--- src/rtl/usb_in_reply_pkg.sv ---
package usb_in_reply_pkg;

  localparam int CNT_W = 4;

  typedef enum logic [1:0] {
    RPL_NAK   = 2'd0,
    RPL_STALL = 2'd1,
    RPL_DATA  = 2'd2
  } reply_t;

  localparam logic [3:0] PID_DATA0 = 4'b0011;
  localparam logic [3:0] PID_DATA1 = 4'b1011;
  localparam logic [3:0] PID_NAK   = 4'b1010;
  localparam logic [3:0] PID_STALL = 4'b1110;

  typedef struct packed {
    logic             stall;
    logic             en;
    logic             tog;
    logic [CNT_W-1:0] cnt;
  } ep_ctrl_t;

endpackage

--- src/rtl/usb_ep_ctrl_reg.sv ---
module usb_ep_ctrl_reg
  import usb_in_reply_pkg::*;
#(
  parameter logic [CNT_W-1:0] CNT_MASK = 4'hF,
  parameter logic [CNT_W-1:0] CNT_MAX  = 4'd8
) (
  input  logic     clk,
  input  logic     rst,
  input  logic     wr_en,
  input  logic [6:0] wfield,   // {stall, en, tog, cnt[3:0]}
  input  logic     clr_en,
  output ep_ctrl_t ctrl
);

  logic [CNT_W-1:0] cnt_masked;
  logic [CNT_W-1:0] cnt_next;

  always_comb begin
    cnt_masked = wfield[CNT_W-1:0] & CNT_MASK;
    cnt_next   = (cnt_masked > CNT_MAX) ? CNT_MAX : cnt_masked;
  end

  always_ff @(posedge clk) begin
    if (rst) begin
      ctrl <= '0;
    end else if (wr_en) begin
      ctrl.stall <= wfield[6];
      ctrl.en    <= wfield[5];
      ctrl.tog   <= wfield[4];
      ctrl.cnt   <= cnt_next;
    end else if (clr_en) begin
      ctrl.en <= 1'b0;
    end
  end

  // a hardware clear drops the enable
  a_r5_clear_drops_enable: assert property (@(posedge clk) disable iff (rst)
    clr_en && !wr_en |=> !ctrl.en);

  // a hardware clear leaves the other fields alone
  a_r5_clear_keeps_fields: assert property (@(posedge clk) disable iff (rst)
    clr_en && !wr_en |=> $stable(ctrl.stall) && $stable(ctrl.tog) && $stable(ctrl.cnt));

  // the stored count never exceeds the endpoint limit
  a_r7_count_bound: assert property (@(posedge clk) disable iff (rst)
    ctrl.cnt <= CNT_MAX);

endmodule

--- src/rtl/usb_ep_buffer.sv ---
module usb_ep_buffer #(
  parameter int DATA_W = 8,
  parameter int DEPTH  = 8,
  localparam int AW    = (DEPTH > 1) ? $clog2(DEPTH) : 1
) (
  input  logic              clk,
  input  logic              wr_en,
  input  logic [AW-1:0]     wr_addr,
  input  logic [DATA_W-1:0] wr_data,
  input  logic              rd_en,
  input  logic [AW-1:0]     rd_addr,
  output logic [DATA_W-1:0] rd_data
);

  logic [DATA_W-1:0] mem [DEPTH];

  always_ff @(posedge clk) begin
    if (wr_en) begin
      mem[wr_addr] <= wr_data;
    end
  end

  always_ff @(posedge clk) begin
    if (rd_en) begin
      rd_data <= mem[rd_addr];
    end
  end

endmodule

--- src/rtl/usb_in_reply_fsm.sv ---
module usb_in_reply_fsm
  import usb_in_reply_pkg::*;
(
  input  logic             clk,
  input  logic             rst,
  input  logic             in_token,
  input  logic             in_ep,
  input  ep_ctrl_t         ctrl0,
  input  ep_ctrl_t         ctrl1,
  input  logic             host_ack,
  input  logic             host_timeout,
  output logic             reply_valid,
  output reply_t           reply_code,
  output logic [3:0]       reply_pid,
  output logic [CNT_W-1:0] reply_len,
  output logic             reply_ep,
  output logic             pend_ep,
  output logic [1:0]       ack_clr
);

  typedef enum logic {ST_IDLE, ST_WAIT} st_t;

  st_t              state;
  ep_ctrl_t         sel;
  reply_t           code_d;
  logic [3:0]       pid_d;
  logic [CNT_W-1:0] len_d;

  always_comb begin
    sel = in_ep ? ctrl1 : ctrl0;
    if (sel.stall) begin
      code_d = RPL_STALL;
      pid_d  = PID_STALL;
      len_d  = '0;
    end else if (!sel.en) begin
      code_d = RPL_NAK;
      pid_d  = PID_NAK;
      len_d  = '0;
    end else begin
      code_d = RPL_DATA;
      pid_d  = sel.tog ? PID_DATA1 : PID_DATA0;
      len_d  = sel.cnt;
    end
  end

  always_ff @(posedge clk) begin
    if (rst) begin
      state       <= ST_IDLE;
      reply_valid <= 1'b0;
      reply_code  <= RPL_NAK;
      reply_pid   <= '0;
      reply_len   <= '0;
      reply_ep    <= 1'b0;
      pend_ep     <= 1'b0;
    end else begin
      reply_valid <= in_token;
      if (in_token) begin
        reply_code <= code_d;
        reply_pid  <= pid_d;
        reply_len  <= len_d;
        reply_ep   <= in_ep;
        if (code_d == RPL_DATA) begin
          state   <= ST_WAIT;
          pend_ep <= in_ep;
        end else begin
          state <= ST_IDLE;
        end
      end else if (state == ST_WAIT && (host_ack || host_timeout)) begin
        state <= ST_IDLE;
      end
    end
  end

  always_comb begin
    ack_clr = 2'b00;
    if (state == ST_WAIT && host_ack && !in_token) begin
      ack_clr[pend_ep] = 1'b1;
    end
  end

  // disabled, unstalled endpoint answers NAK one cycle later
  a_r2_nak_reply: assert property (@(posedge clk) disable iff (rst)
    in_token && !sel.stall && !sel.en |=>
      reply_valid && reply_code == RPL_NAK && reply_pid == PID_NAK && reply_len == '0);

  // stall wins over enable
  a_r3_stall_wins: assert property (@(posedge clk) disable iff (rst)
    in_token && sel.stall |=> reply_valid && reply_code == RPL_STALL && reply_pid == PID_STALL);

  // data reply carries toggle-selected PID and the count
  a_r4_data_reply: assert property (@(posedge clk) disable iff (rst)
    in_token && !sel.stall && sel.en |=>
      reply_code == RPL_DATA && reply_len == $past(sel.cnt) &&
      reply_pid == ($past(sel.tog) ? PID_DATA1 : PID_DATA0));

  // the strobe lasts one cycle unless another token follows
  a_r2_single_strobe: assert property (@(posedge clk) disable iff (rst)
    !in_token |=> !reply_valid);

  // at most one endpoint is cleared per ACK
  a_r5_one_clear: assert property (@(posedge clk) disable iff (rst)
    $onehot0(ack_clr));

endmodule

--- src/rtl/usb_in_reply_ctrl.sv ---
module usb_in_reply_ctrl
  import usb_in_reply_pkg::*;
#(
  parameter int DATA_W      = 8,
  parameter int BUF_DEPTH   = 8,
  parameter int EP0_MAX_LEN = 8,
  parameter int EP1_MAX_LEN = 1,
  parameter logic [3:0] EP1_CNT_MASK = 4'h1,
  localparam int PTR_W      = (BUF_DEPTH > 1) ? $clog2(BUF_DEPTH) : 1
) (
  input  logic              clk,
  input  logic              rst,
  input  logic              reg_wr,
  input  logic              reg_rd,
  input  logic [1:0]        reg_addr,
  input  logic [DATA_W-1:0] reg_wdata,
  output logic [DATA_W-1:0] reg_rdata,
  input  logic              in_token,
  input  logic              in_ep,
  input  logic              ep0_rx_accept,
  input  logic              host_ack,
  input  logic              host_timeout,
  output logic              reply_valid,
  output logic [1:0]        reply_code,
  output logic [3:0]        reply_pid,
  output logic [3:0]        reply_len,
  output logic              reply_ep,
  input  logic              tx_rd_en,
  input  logic [PTR_W-1:0]  tx_rd_idx,
  output logic [DATA_W-1:0] tx_rd_data
);

  localparam logic [1:0] A_EP0 = 2'd0;
  localparam logic [1:0] A_EP1 = 2'd1;
  localparam logic [1:0] A_WIN = 2'd2;
  localparam logic [1:0] A_BUF = 2'd3;
  localparam logic [PTR_W-1:0] PTR_LAST = PTR_W'(BUF_DEPTH - 1);

  ep_ctrl_t [1:0]            ctrl_v;
  logic     [1:0]            clr_v;
  logic     [1:0]            ack_clr;
  logic [1:0][DATA_W-1:0]    buf_q;
  logic                      buf_sel;
  logic [PTR_W-1:0]          wr_ptr;
  logic                      pend_ep;
  logic                      rd_ep_q;
  reply_t                    code_q;

  assign clr_v = ack_clr | {1'b0, ep0_rx_accept};

  for (genvar g = 0; g < 2; g++) begin : g_ep
    localparam logic [3:0] CMAX  = (g == 0) ? EP0_MAX_LEN[3:0] : EP1_MAX_LEN[3:0];
    localparam logic [3:0] CMASK = (g == 0) ? 4'hF : EP1_CNT_MASK;

    usb_ep_ctrl_reg #(
      .CNT_MASK (CMASK),
      .CNT_MAX  (CMAX)
    ) i_ctrl (
      .clk    (clk),
      .rst    (rst),
      .wr_en  (reg_wr && reg_addr == 2'(g)),
      .wfield ({reg_wdata[7:5], reg_wdata[3:0]}),
      .clr_en (clr_v[g]),
      .ctrl   (ctrl_v[g])
    );

    usb_ep_buffer #(
      .DATA_W (DATA_W),
      .DEPTH  (BUF_DEPTH)
    ) i_buf (
      .clk     (clk),
      .wr_en   (reg_wr && reg_addr == A_WIN && buf_sel == 1'(g)),
      .wr_addr (wr_ptr),
      .wr_data (reg_wdata),
      .rd_en   (tx_rd_en),
      .rd_addr (tx_rd_idx),
      .rd_data (buf_q[g])
    );
  end

  usb_in_reply_fsm i_fsm (
    .clk          (clk),
    .rst          (rst),
    .in_token     (in_token),
    .in_ep        (in_ep),
    .ctrl0        (ctrl_v[0]),
    .ctrl1        (ctrl_v[1]),
    .host_ack     (host_ack),
    .host_timeout (host_timeout),
    .reply_valid  (reply_valid),
    .reply_code   (code_q),
    .reply_pid    (reply_pid),
    .reply_len    (reply_len),
    .reply_ep     (reply_ep),
    .pend_ep      (pend_ep),
    .ack_clr      (ack_clr)
  );

  assign reply_code = code_q;

  // buffer select and circular pointer
  always_ff @(posedge clk) begin
    if (rst) begin
      buf_sel <= 1'b0;
      wr_ptr  <= '0;
    end else if (reg_wr && reg_addr == A_BUF) begin
      buf_sel <= reg_wdata[0];
      if (reg_wdata[1]) begin
        wr_ptr <= '0;
      end
    end else if (reg_wr && reg_addr == A_WIN) begin
      wr_ptr <= (wr_ptr == PTR_LAST) ? '0 : wr_ptr + 1'b1;
    end
  end

  function automatic logic [DATA_W-1:0] pack_ctrl(input ep_ctrl_t c);
    logic [DATA_W-1:0] b;
    b = '0;
    b[7] = c.stall;
    b[6] = c.en;
    b[5] = c.tog;
    b[3:0] = c.cnt;
    return b;
  endfunction

  always_ff @(posedge clk) begin
    if (rst) begin
      reg_rdata <= '0;
    end else if (reg_rd) begin
      case (reg_addr)
        A_EP0:   reg_rdata <= pack_ctrl(ctrl_v[0]);
        A_EP1:   reg_rdata <= pack_ctrl(ctrl_v[1]);
        A_BUF:   reg_rdata <= {{(DATA_W-1){1'b0}}, buf_sel};
        default: reg_rdata <= '0;
      endcase
    end
  end

  always_ff @(posedge clk) begin
    if (rst) begin
      rd_ep_q <= 1'b0;
    end else if (tx_rd_en) begin
      rd_ep_q <= pend_ep;
    end
  end

  assign tx_rd_data = buf_q[rd_ep_q];

  // a receive accept on endpoint 0 leaves endpoint 0 disabled
  a_r6_rx_clears_ep0: assert property (@(posedge clk) disable iff (rst)
    ep0_rx_accept && !(reg_wr && reg_addr == A_EP0) |=> !ctrl_v[0].en);

  // a receive accept does not touch endpoint 1
  a_r6_ep1_untouched: assert property (@(posedge clk) disable iff (rst)
    ep0_rx_accept && !host_ack && !(reg_wr && reg_addr == A_EP1) |=> $stable(ctrl_v[1]));

  // handshake with nothing pending changes no control byte
  a_r11_stray_handshake: assert property (@(posedge clk) disable iff (rst)
    ack_clr == 2'b00 && !ep0_rx_accept && !reg_wr |=> $stable(ctrl_v));

endmodule

--- config.mk ---
export PLATFORM = sky130hd
export DESIGN_NAME = usb_in_reply_ctrl
export DESIGN_NICKNAME = d
export VERILOG_FILES = /design/src/rtl/usb_in_reply_pkg.sv /design/src/rtl/usb_ep_ctrl_reg.sv /design/src/rtl/usb_ep_buffer.sv /design/src/rtl/usb_in_reply_fsm.sv /design/src/rtl/usb_in_reply_ctrl.sv
export SDC_FILE = /design/constraint.sdc
export NUM_CORES = 1
export LEC_CHECK = 0
export CAP_MARGIN = 20
export CORE_ASPECT_RATIO = 0.8
export CORE_MARGIN = 4
export CORE_UTILIZATION = 25
export CTS_CLUSTER_SIZE = 24
export DETAILED_ROUTE_END_ITERATION = 8
export DONT_BUFFER_PORTS = 1
export PLACE_DENSITY = 0.42
export SYNTH_ARGS = -nofsm -noshare
export SYNTH_HDL_FRONTEND = slang
export SYNTH_SLANG_ARGS = --single-unit
--- constraint.sdc ---
create_clock -name clk -period 2.05 [get_ports clk]
set_input_delay 0.41 -clock clk [delete_from_list [all_inputs] [get_ports clk]]
set_output_delay 0.41 -clock clk [all_outputs]
set_load 0.005 [all_outputs]
## Word-level counts from Yosys, hierarchy flattened

Memories as Yosys holds them, arrays and structs flattened. A register that Yosys moved wholly into a read port is not among the register bits.
Cells that the tools add are included.

- $add $sub $neg: 1
- $lt $le $gt $ge: 5
- Equal/unequal tests: 6
- Multiplexer cells: 31
- Bitwise logic cells: 2
- Reduce and logical (&&, ||, !) cells: 19

Operators with widths:

| operator | number |
|---|---|
| 4-bit 2-to-1 mux | 6 |
| 8-bit case mux with 3 select lines | 1 |
| 8-bit 2-to-1 mux | 2 |
| 1-bit 2-to-1 mux | 13 |
| 3-bit 2-to-1 mux | 4 |
| 1-bit logical AND | 10 |
| 2-bit nonzero test | 4 |
| 7-bit 2-to-1 mux | 1 |
| 2-bit == test (second input constant) | 3 |
| 2-bit 2-to-1 mux | 3 |
| 4-bit > comparator (second input constant) | 1 |
| 1-bit by 2-bit < comparator with 1-bit output (second input constant) | 2 |
| 2-bit AND reduction | 2 |
| 3-bit by 1-bit adder with 3-bit output (second input constant) | 1 |
| 3-bit == test (second input constant) | 1 |
| 2-bit by 1-bit == test with 1-bit output (second input constant) | 1 |
| 2-bit zero test | 1 |
| 2-bit != test (second input constant) | 1 |
| 2-bit by 1-bit bitwise OR with 2-bit output | 1 |
| 1-bit demux with 1-bit select | 1 |
| 1-bit >= comparator (second input constant) | 1 |
| 1-bit > comparator (second input constant) | 1 |
| 1-bit zero test | 1 |
| 1-bit logical OR | 1 |
| 1-bit inverter | 1 |

- Flip-flop bits (word level): 41
- Bits in writable memories: 128
- Input port bits: 23
- Word-level logic and storage cells: 85
- Memories: 2

Memory list:

| name | depth | width | rd ports | clocked after memory_dff | wr ports | line | source |
|---|---|---|---|---|---|---|---|
| g_ep[0].i_buf.mem | 8 | 8 | 1 | 1 | 1 | usb_ep_buffer.sv:15 | `logic [DATA_W-1:0] mem [DEPTH];` |
| g_ep[1].i_buf.mem | 8 | 8 | 1 | 1 | 1 | usb_ep_buffer.sv:15 |  |

## Longest topological paths before layout

Gate-level depths: netlist (run 1).

- Depth after elaboration: 8
- Mapped depth: 5
- Gate-level depth less buffers: 5

## By module

Synthesis (run 1) repeated with hierarchy kept, for this count alone.

- Cells, all modules: 408
- Area total of the unflattened synthesis: 7,293.2 µm²

By module, submodules not included:

| module | instances | cells each | area each (µm²) |
|---|---|---|---|
| usb_ep_buffer | 2 | 114 | 2,771.4 |
| usb_in_reply_ctrl | 1 | 80 | 737.0 |
| usb_in_reply_fsm | 1 | 56 | 583.1 |
| usb_ep_ctrl_reg (g_ep[0].i_ctrl) | 1 | 26 | 260.2 |
| usb_ep_ctrl_reg (g_ep[1].i_ctrl) | 1 | 18 | 170.2 |

## Worst setup path after synthesis (run 1)

Ideal clock, no wire load.

- Kind: input to register
- Start point: in reg_addr[1]
- End point: mem g_ep[0].i_buf.mem[0][0] (enable)
- Library setup time: 0.383 ns
- Arrival time: 1.725 ns
- Data required time: 1.667 ns
- Path slack: -0.058 ns
- Stages: 4
- Path buffers: 1
- Cells stage by stage: buf_2 > nand2_1 > or4_1 > nor3_1

- Word-level cells in the longest chain between the ends: 5

Ends and longest elaborated chain:

| item | line | source |
|---|---|---|
| start, declared | usb_in_reply_ctrl.sv:15 | `input logic [1:0] reg_addr,` |
| 2-bit == test | usb_in_reply_ctrl.sv:72 | `.wr_en (reg_wr && reg_addr == A_WIN && buf_sel == 1'(g)),` |
| 1-bit logical AND (2 in a row) | usb_in_reply_ctrl.sv:72 |  |
| 1-bit 2-to-1 mux | usb_ep_buffer.sv:18 | `if (wr_en) begin` |
| 1-bit 2-to-1 mux (not written as such) | usb_ep_buffer.sv:19 | `mem[wr_addr] <= wr_data;` |
| end, declared | usb_ep_buffer.sv:15 |  |

Every way passes these cells.

## Final worst setup path (run 1)

- Start point: reg rd_ep_q
- End point: out tx_rd_data[0]

- Word-level cells in the longest chain between the ends: 2

Ends and longest elaborated chain:

| item | line | source |
|---|---|---|
| start, declared | usb_in_reply_ctrl.sv:46 | `logic rd_ep_q;` |
| start signal, assigned | usb_in_reply_ctrl.sv:143 | `rd_ep_q <= pend_ep;` |
| 8-bit 2-to-1 mux (not written as such) (2 in a row) | usb_in_reply_ctrl.sv:147 | `assign tx_rd_data = buf_q[rd_ep_q];` |
| end, declared | usb_in_reply_ctrl.sv:30 | `output logic [DATA_W-1:0] tx_rd_data` |

Every way passes these cells. The select of a mux whose other input is x is not followed.

==> flow_results.xml, run 1 <==
<?xml version="1.0" encoding="UTF-8"?>
<metrics>
  <group name="pwr">
    <metric name="combPwrFrac" unit="%">2.3</metric>
    <metric name="switching_power" unit="W">0.00160</metric>
    <metric name="share_clk_of_total_power" unit="%">44.0</metric>
    <metric name="leakage" unit="nW">2.68</metric>
    <metric name="vdd.ir_drop.worst" unit="mV">0.578</metric>
    <metric name="p_int" unit="W">0.00585</metric>
    <metric name="power_frac_seq" unit="%">53.7</metric>
    <metric name="power.density_cell_area" unit="nW/µm²">915</metric>
    <metric name="p_sw_share" unit="%">21.4</metric>
  </group>
  <group name="critical_path">
    <metric name="timing.critical_path.from" unit="">rd_ep_q</metric>
    <metric name="slowest_delay" unit="ps">540</metric>
    <metric name="path_class" unit="">reg2out</metric>
    <metric name="worstPathRequired" unit="ps">1640</metric>
    <metric name="rr_startpoint" unit="">buf_sel</metric>
    <metric name="setup.reg_to_reg.worst_slack" unit="ps">420</metric>
    <metric name="worst_ep_arrival_time" unit="ps">1420</metric>
    <metric name="critical_path.max_fanout" unit="">9</metric>
    <metric name="worst-path-buf-inv" unit="">0</metric>
    <metric name="end_of_the_worst_register_to_register_path" unit="">g_ep[0].i_buf.mem[4][2]</metric>
    <metric name="crit_path_end_kind" unit="">output port</metric>
    <metric name="crit_path_leading_delay_family" unit="">flip-flops</metric>
    <metric name="crit_path_cell_trace" unit="">mux2_2</metric>
    <metric name="slowest_stage" unit="">dfxtp_2</metric>
    <metric name="startpoint_type" unit="">flip-flop</metric>
    <metric name="worst_r2r_path_depth" unit="">3</metric>
  </group>
  <group name="sta">
    <metric name="fin_crit" unit="ps">1830</metric>
    <metric name="finalCritPeriodShare" unit="%">89.3</metric>
    <metric name="setup-tns-final" unit="ps">0</metric>
    <metric name="setup_viol" unit="">0</metric>
    <metric name="rsz0062_at_grt" unit="">no</metric>
    <metric name="fin_worst_skew" unit="ps">9.88</metric>
    <metric name="maxSlewViolCount" unit="">0</metric>
    <metric name="timing_hold_violations_final" unit="">0</metric>
    <metric name="timing.fmax" unit="GHz">0.546</metric>
  </group>
  <group name="synthesis">
    <metric name="synthesis.yosys.warnings" unit="">0</metric>
    <metric name="per_instance_average_area_after_synthesis" unit="µm²">17.7</metric>
    <metric name="area_share_of_the_leading_cell_type_in_the_synthesized_netlist" unit="%">61.1</metric>
    <metric name="count_of_unique_library_cells_instantiated_by_yosys" unit="">36</metric>
    <metric name="ys_top_cells_by_area" unit="">edfxtp_1 (61%), mux4_1 (10%), dfxtp_1 (9.9%)</metric>
    <metric name="synth_cells" unit="">400</metric>
    <metric name="ys_seq_elements" unit="">179</metric>
    <metric name="mappedNetlistArea" unit="µm²">7080</metric>
    <metric name="synth_area_leader" unit="">edfxtp_1</metric>
    <metric name="syn_nets" unit="">425</metric>
    <metric name="ys_seq_area_share" unit="%">71.0</metric>
  </group>
  <group name="global_routing">
    <metric name="global_route.usage.total" unit="%">10.6</metric>
    <metric name="grt_pass1_wl" unit="mm">23.9</metric>
    <metric name="grt_start_max_net_pins" unit="">37</metric>
    <metric name="number_of_antenna_violations_at_the_first_check_in_global_routing" unit="">2</metric>
    <metric name="first_global_vias" unit="">3663</metric>
    <metric name="gr-total-overflow" unit="">0</metric>
  </group>
  <group name="detailed_routing">
    <metric name="initialDrtViolationCount" unit="">276</metric>
    <metric name="detail_route.vias_per_cell" unit="">4.48</metric>
    <metric name="dr_total_vias" unit="">3533</metric>
    <metric name="routed_wirelength" unit="mm">15.8</metric>
    <metric name="detailed_route_drc_error_count" unit="">0</metric>
    <metric name="first_pass_iters" unit="">4</metric>
    <metric name="drt-wirelength-per-cell" unit="µm">20.1</metric>
    <metric name="detail-route-antenna-nets" unit="">0</metric>
  </group>
  <group name="place">
    <metric name="post_detail_place_hpwl" unit="mm">10.2</metric>
    <metric name="gp_routability_congestion" unit="">0.716</metric>
    <metric name="placed_area" unit="µm²">7530</metric>
    <metric name="number_of_port_buffers" unit="">0</metric>
  </group>
  <group name="hold_path">
    <metric name="worst_hold_path_startpoint" unit="">rst</metric>
    <metric name="whs_endpoint" unit="">g_ep[0].i_ctrl.ctrl[1]</metric>
    <metric name="timing.hold.worst.class" unit="">in2reg</metric>
    <metric name="whs_path_depth" unit="">1</metric>
  </group>
  <group name="floorplanning">
    <metric name="dieArea" unit="µm²">31100</metric>
    <metric name="core-area" unit="µm²">27600</metric>
    <metric name="die_height" unit="µm">159</metric>
    <metric name="die_width" unit="µm">196</metric>
    <metric name="number_of_placement_rows" unit="">54</metric>
    <metric name="io-pin-count" unit="">51</metric>
    <metric name="initial_utilization" unit="%">25.7</metric>
  </group>
  <group name="cells_and_area">
    <metric name="final_common_cell" unit="">edfxtp_1</metric>
    <metric name="antenna_cells" unit="">0</metric>
    <metric name="area_growth_syn_to_layout" unit="%">14.9</metric>
    <metric name="final_design_area_no_fill" unit="µm²">8130</metric>
    <metric name="layout.nets" unit="">436</metric>
    <metric name="drive_gt1_share" unit="%">20.5</metric>
    <metric name="layout.cells.most_common_list" unit="">edfxtp_1 (144), nor2_1 (34), dfxtp_1 (34), mux2_2 (28), mux4_1 (28)</metric>
  </group>
  <group name="clock_tree">
    <metric name="clk_pin_slew_worst_paths" unit="ps">80</metric>
    <metric name="cts_root_buffer" unit="">clkbuf_16</metric>
    <metric name="cts_max_path_buffers" unit="">2</metric>
    <metric name="cts-buffers-inserted" unit="">17</metric>
    <metric name="clock_latency_at_the_later_pin_of_the_worst_skew_pair" unit="ps">430</metric>
    <metric name="number_of_sinks_driven_by_the_clock_tree" unit="">179</metric>
    <metric name="cts_tree" unit="">yes</metric>
    <metric name="cts_htree_levels" unit="">4</metric>
  </group>
  <group name="flow_run">
    <metric name="drv_cap" unit="">0</metric>
  </group>
  <group name="status">
    <metric name="outcome" unit="">finished, final reports clean</metric>
  </group>
</metrics>
## area by class of cell
class	instances	area [µm²]
Timing Repair Buffer	17	128
Multi-Input combinational cell	196	1920
Sequential cell	179	5030
Fill cell	2735	19400
Tap cell	364	455
Clock inverter	13	126
Clock buffer	19	475
## through the flow
step                      total power [W]  hold WS, ps  std cells  setup WS (ps)  util [%]
after global routing              0.00775         2.21        788            171      29.5
after global placement            0.00426          457        756            412      27.3
after CTS                         0.00756         8.61        788            195      29.5
after floorplan                   0.00427          444        400           2.35         -
after detailed placement          0.00426          457        756            407      27.3
final                             0.00744         33.3        788            220      29.5
## synth_stat cells
cell and count:
o21ai_0 3, a21oi_1 22, buf_4 3, ha_1 2
nor2b_1 9, nor3b_1 1, nor2_1 34, nand2b_1 6
o211a_1 1, conb_1 1, buf_2 2, and3b_1 1
nand3b_1 6, buf_6 4, dfxtp_1 35, and4b_1 1
or3b_2 2, mux4_2 4, and4bb_2 1, nand3_1 7
clkbuf_1 11, o31ai_1 1, or4bb_1 1, nand2_1 15
buf_1 4, mux2i_1 9, o21a_1 1, a211oi_1 1
or4b_2 1, nand4b_1 3, mux4_1 28, nor3_1 6
mux2_2 28, or4_1 1, edfxtp_1 144, clkbuf_2 1
## kinds of logic (layout without fill, tap and decap cells)
family,after synthesis,count (layout),synth area share [%]
other cells,1,1,0.0530
fa+ha+maj,2,2,0.353
compound gates,29,29,2.23
simple gates,95,95,7.05
buf+inv,25,49,1.96
mux,69,69,17.4
flops,179,179,71.0
## metal layers
metal	share of wire (%)	global-route usage [%]	vias to the layer above
met5	0	0	-
met4	1.1	2.96	0
met3	4.8	3.34	12
met2	44	15.6	82
li1	-	-	1602
met1	50	15.1	1837
## sequential cells by signal, summed over array words and instances, names as in the netlist
signal / count
g_ep.i_buf.mem: 128
g_ep.i_buf.rd_data: 16
g_ep.i_ctrl.ctrl: 11
reg_rdata: 7
i_fsm.reply_len: 4
i_fsm.reply_pid: 4
wr_ptr: 3
buf_sel: 1
i_fsm.pend_ep: 1
i_fsm.reply_ep: 1
i_fsm.reply_valid: 1
i_fsm.state: 1
rd_ep_q: 1
## worst max path at each step
stage	end	slack [ps]	cells past startpoint
after CTS	tx_rd_data[0]	190	1
after global placement	g_ep[0].i_buf.mem[4][2]	410	4
final	tx_rd_data[0]	220	1
after global routing	tx_rd_data[0]	170	1
after detailed placement	g_ep[0].i_buf.mem[2][5]	410	4
after floorplan	g_ep[1].i_buf.mem[0][0]	2	5
## power groups by stage
stage               combinational, W  clock [W]  sequential, W
floorplan                   0.000202          0        0.00406
global placement            0.000176          0        0.00408
detailed placement          0.000178          0        0.00408
CTS                         0.000179    0.00338        0.00400
global route                0.000192    0.00355        0.00400
finish                      0.000175    0.00327        0.00400
## repair_timing
| action | CTS | global route |
|---|---|---|
| buffers inserted | 0 | 0 |
| setup endpoints to repair | 4 | 0 |
| resized for setup | 1 | 0 |
| hold buffers | 0 | 0 |
| hold endpoints to repair | 0 | 0 |
Note: power is estimated with default switching activity, not from simulation.
==> run 2: changes to the inputs <==
==> constraint.sdc (replaced) <==
create_clock -name clk -period 2.05 [get_ports clk]
set_input_delay 0.615 -clock clk [delete_from_list [all_inputs] [get_ports clk]]
set_output_delay 0.615 -clock clk [all_outputs]
set_load 0.005 [all_outputs]
==> run 2 against run 1 <==
Cell count grew 0.13%. Clock skew grew 5.2 ps. Total power grew 0.60%. Cell area increased by 0.35%. Sequential share of layout area shrank 0.23 points. Combinational power is essentially flat. Core utilization grew 0.10 points. Register-to-register slack hardly changed. Largest cell class unchanged. Worst hold slack improved by 210 ps. Via count decreased by 0.57%.
==> flow_results.xml, run 2 (synthesis gave the netlist of run 1 again) <==
<?xml version="1.0" encoding="UTF-8"?>
<metrics>
  <group name="floorplanning">
    <metric name="core-area" unit="µm²">27600</metric>
    <metric name="io-pin-count" unit="">51</metric>
    <metric name="initial_utilization" unit="%">25.7</metric>
    <metric name="number_of_placement_rows" unit="">54</metric>
    <metric name="die_height" unit="µm">159</metric>
    <metric name="die_width" unit="µm">196</metric>
    <metric name="dieArea" unit="µm²">31100</metric>
  </group>
  <group name="cells_and_area">
    <metric name="largest_register_ff_count" unit="">128</metric>
    <metric name="seqCellArea" unit="µm²">5020</metric>
    <metric name="fillerInstances" unit="">2719</metric>
    <metric name="multi_input_area" unit="µm²">1940</metric>
    <metric name="final_common_cell" unit="">edfxtp_1</metric>
    <metric name="layout.nets" unit="">437</metric>
    <metric name="reg.largest.list" unit="">g_ep.i_buf.mem x128, g_ep.i_buf.rd_data x16, g_ep.i_ctrl.ctrl x11</metric>
    <metric name="largest_register" unit="">g_ep.i_buf.mem</metric>
    <metric name="antenna_cells" unit="">0</metric>
    <metric name="layout.cells.most_common_list" unit="">edfxtp_1 (144), dfxtp_1 (35), nor2_1 (34), mux2_2 (28), mux4_1 (28)</metric>
    <metric name="area_growth_syn_to_layout" unit="%">15.3</metric>
    <metric name="drive_gt1_share" unit="%">21.2</metric>
    <metric name="final_util" unit="%">29.6</metric>
  </group>
  <group name="pwr">
    <metric name="vdd.ir_drop.worst" unit="mV">0.589</metric>
    <metric name="power.density_cell_area" unit="nW/µm²">918</metric>
    <metric name="leakage" unit="nW">2.70</metric>
  </group>
  <group name="clock_tree">
    <metric name="cts_max_path_buffers" unit="">2</metric>
    <metric name="cts.repair_timing.setup_buffer_count" unit="">0</metric>
    <metric name="cts_tree" unit="">yes</metric>
    <metric name="clk_pin_slew_worst_paths" unit="ps">80</metric>
    <metric name="clock_latency_at_the_later_pin_of_the_worst_skew_pair" unit="ps">430</metric>
    <metric name="number_of_sinks_driven_by_the_clock_tree" unit="">179</metric>
    <metric name="cts_root_buffer" unit="">clkbuf_16</metric>
    <metric name="post_cts_hold_buffer_count" unit="">0</metric>
    <metric name="cts_htree_levels" unit="">4</metric>
    <metric name="cts-buffers-inserted" unit="">17</metric>
    <metric name="cts_repair_resize_count" unit="">0</metric>
  </group>
  <group name="global_routing">
    <metric name="first_global_vias" unit="">3628</metric>
    <metric name="grt_start_max_net_pins" unit="">37</metric>
    <metric name="global_route.usage.total" unit="%">10.2</metric>
    <metric name="gr-total-overflow" unit="">0</metric>
    <metric name="number_of_antenna_violations_at_the_first_check_in_global_routing" unit="">1</metric>
    <metric name="grt_pass1_wl" unit="mm">23.3</metric>
  </group>
  <group name="sta">
    <metric name="final.setup.worst_slack" unit="ps">89.7</metric>
    <metric name="setup_viol" unit="">0</metric>
    <metric name="rsz0062_at_grt" unit="">no</metric>
    <metric name="finalCritPeriodShare" unit="%">95.6</metric>
    <metric name="fin_crit" unit="ps">1960</metric>
    <metric name="fin_worst_skew" unit="ps">15.1</metric>
    <metric name="timing_hold_violations_final" unit="">0</metric>
    <metric name="timing.fmax" unit="GHz">0.510</metric>
    <metric name="maxSlewViolCount" unit="">0</metric>
    <metric name="setup-tns-final" unit="ps">0</metric>
  </group>
  <group name="critical_path">
    <metric name="worst_ep_arrival_time" unit="ps">1350</metric>
    <metric name="startpoint_type" unit="">flip-flop</metric>
    <metric name="critical_path.max_fanout" unit="">8</metric>
    <metric name="path_class" unit="">reg2out</metric>
    <metric name="crit_path_end_kind" unit="">output port</metric>
    <metric name="worstPathRequired" unit="ps">1430</metric>
  </group>
  <group name="detailed_routing">
    <metric name="dr_total_vias" unit="">3513</metric>
    <metric name="detail-route-antenna-nets" unit="">0</metric>
    <metric name="detail_route.vias_per_cell" unit="">4.45</metric>
    <metric name="initialDrtViolationCount" unit="">262</metric>
    <metric name="first_pass_iters" unit="">4</metric>
    <metric name="routed_wirelength" unit="mm">15.5</metric>
    <metric name="detailed_route_drc_error_count" unit="">0</metric>
    <metric name="drt-wirelength-per-cell" unit="µm">19.6</metric>
  </group>
  <group name="hold_path">
    <metric name="timing.hold.worst.class" unit="">in2reg</metric>
  </group>
  <group name="place">
    <metric name="gp_routability_congestion" unit="">0.704</metric>
    <metric name="post_detail_place_hpwl" unit="mm">9.92</metric>
    <metric name="number_of_port_buffers" unit="">0</metric>
    <metric name="detailedPlace.worstSlack" unit="ps">220</metric>
  </group>
  <group name="status">
    <metric name="outcome" unit="">finished, final reports clean</metric>
  </group>
  <group name="flow_run">
    <metric name="drv_cap" unit="">0</metric>
  </group>
</metrics>
run 2: path summary, 6_finish.rpt:
check / endpoint / depth (start not counted) / from / slack [ps]
hold reg to reg: g_ep[0].i_ctrl.ctrl[4] / 2 / g_ep[0].i_ctrl.ctrl[4] / 470
setup / recovery: tx_rd_data[3] / 2 / rd_ep_q / 90
hold / removal: reg_rdata[2] / 1 / rst / 240
setup reg to reg: g_ep[0].i_buf.mem[4][4] / 3 / buf_sel / 420
run 2: layer usage:
metal  share of wire (%)  up-vias  GRT usage [%]
met2                  46       67           15.2
met4                 1.3        0           3.02
met1                  49     1823           14.3
met3                 4.1       13           3.05
met5                   0        -              0
li1                    -     1610              -
run 2: critical path, cell delays in order (launching register included):
cell,delay (ps)
dfxtp_1,330
buf_4,200
mux2_2,390
run 2: layout make-up:
cell class | count | area share [%]
Clock buffer | 17 | 5.21
Tap cell | 364 | 5.58
Multi-Input combinational cell | 196 | 23.7
Clock inverter | 15 | 2.25
Timing Repair Buffer | 18 | 1.66
Sequential cell | 179 | 61.6
run 2: report_power, final:
| group | total [W] | leakage (nW) | switching (W) | internal (W) |
|---|---|---|---|---|
| registers | 0.00399 | 1.59 | 0.0000253 | 0.00397 |
| logic | 0.000173 | 0.806 | 0.0000581 | 0.000114 |
| clock network | 0.00332 | 0.301 | 0.00156 | 0.00176 |
run 2: through the flow:
| stage | hold slack, ps | total power, W | cell area, µm² | instances |
|---|---|---|---|---|
| 2_1_floorplan | 444 | 0.00427 | 7100 | 400 |
| 3_3_place_gp | 455 | 0.00425 | 7550 | 757 |
| 3_5_place_dp | 463 | 0.00425 | 7550 | 757 |
| 4_1_cts | 221 | 0.00759 | 8160 | 789 |
| 5_1_grt | 220 | 0.00776 | 8160 | 789 |
| 6_report | 242 | 0.00749 | 8160 | 789 |
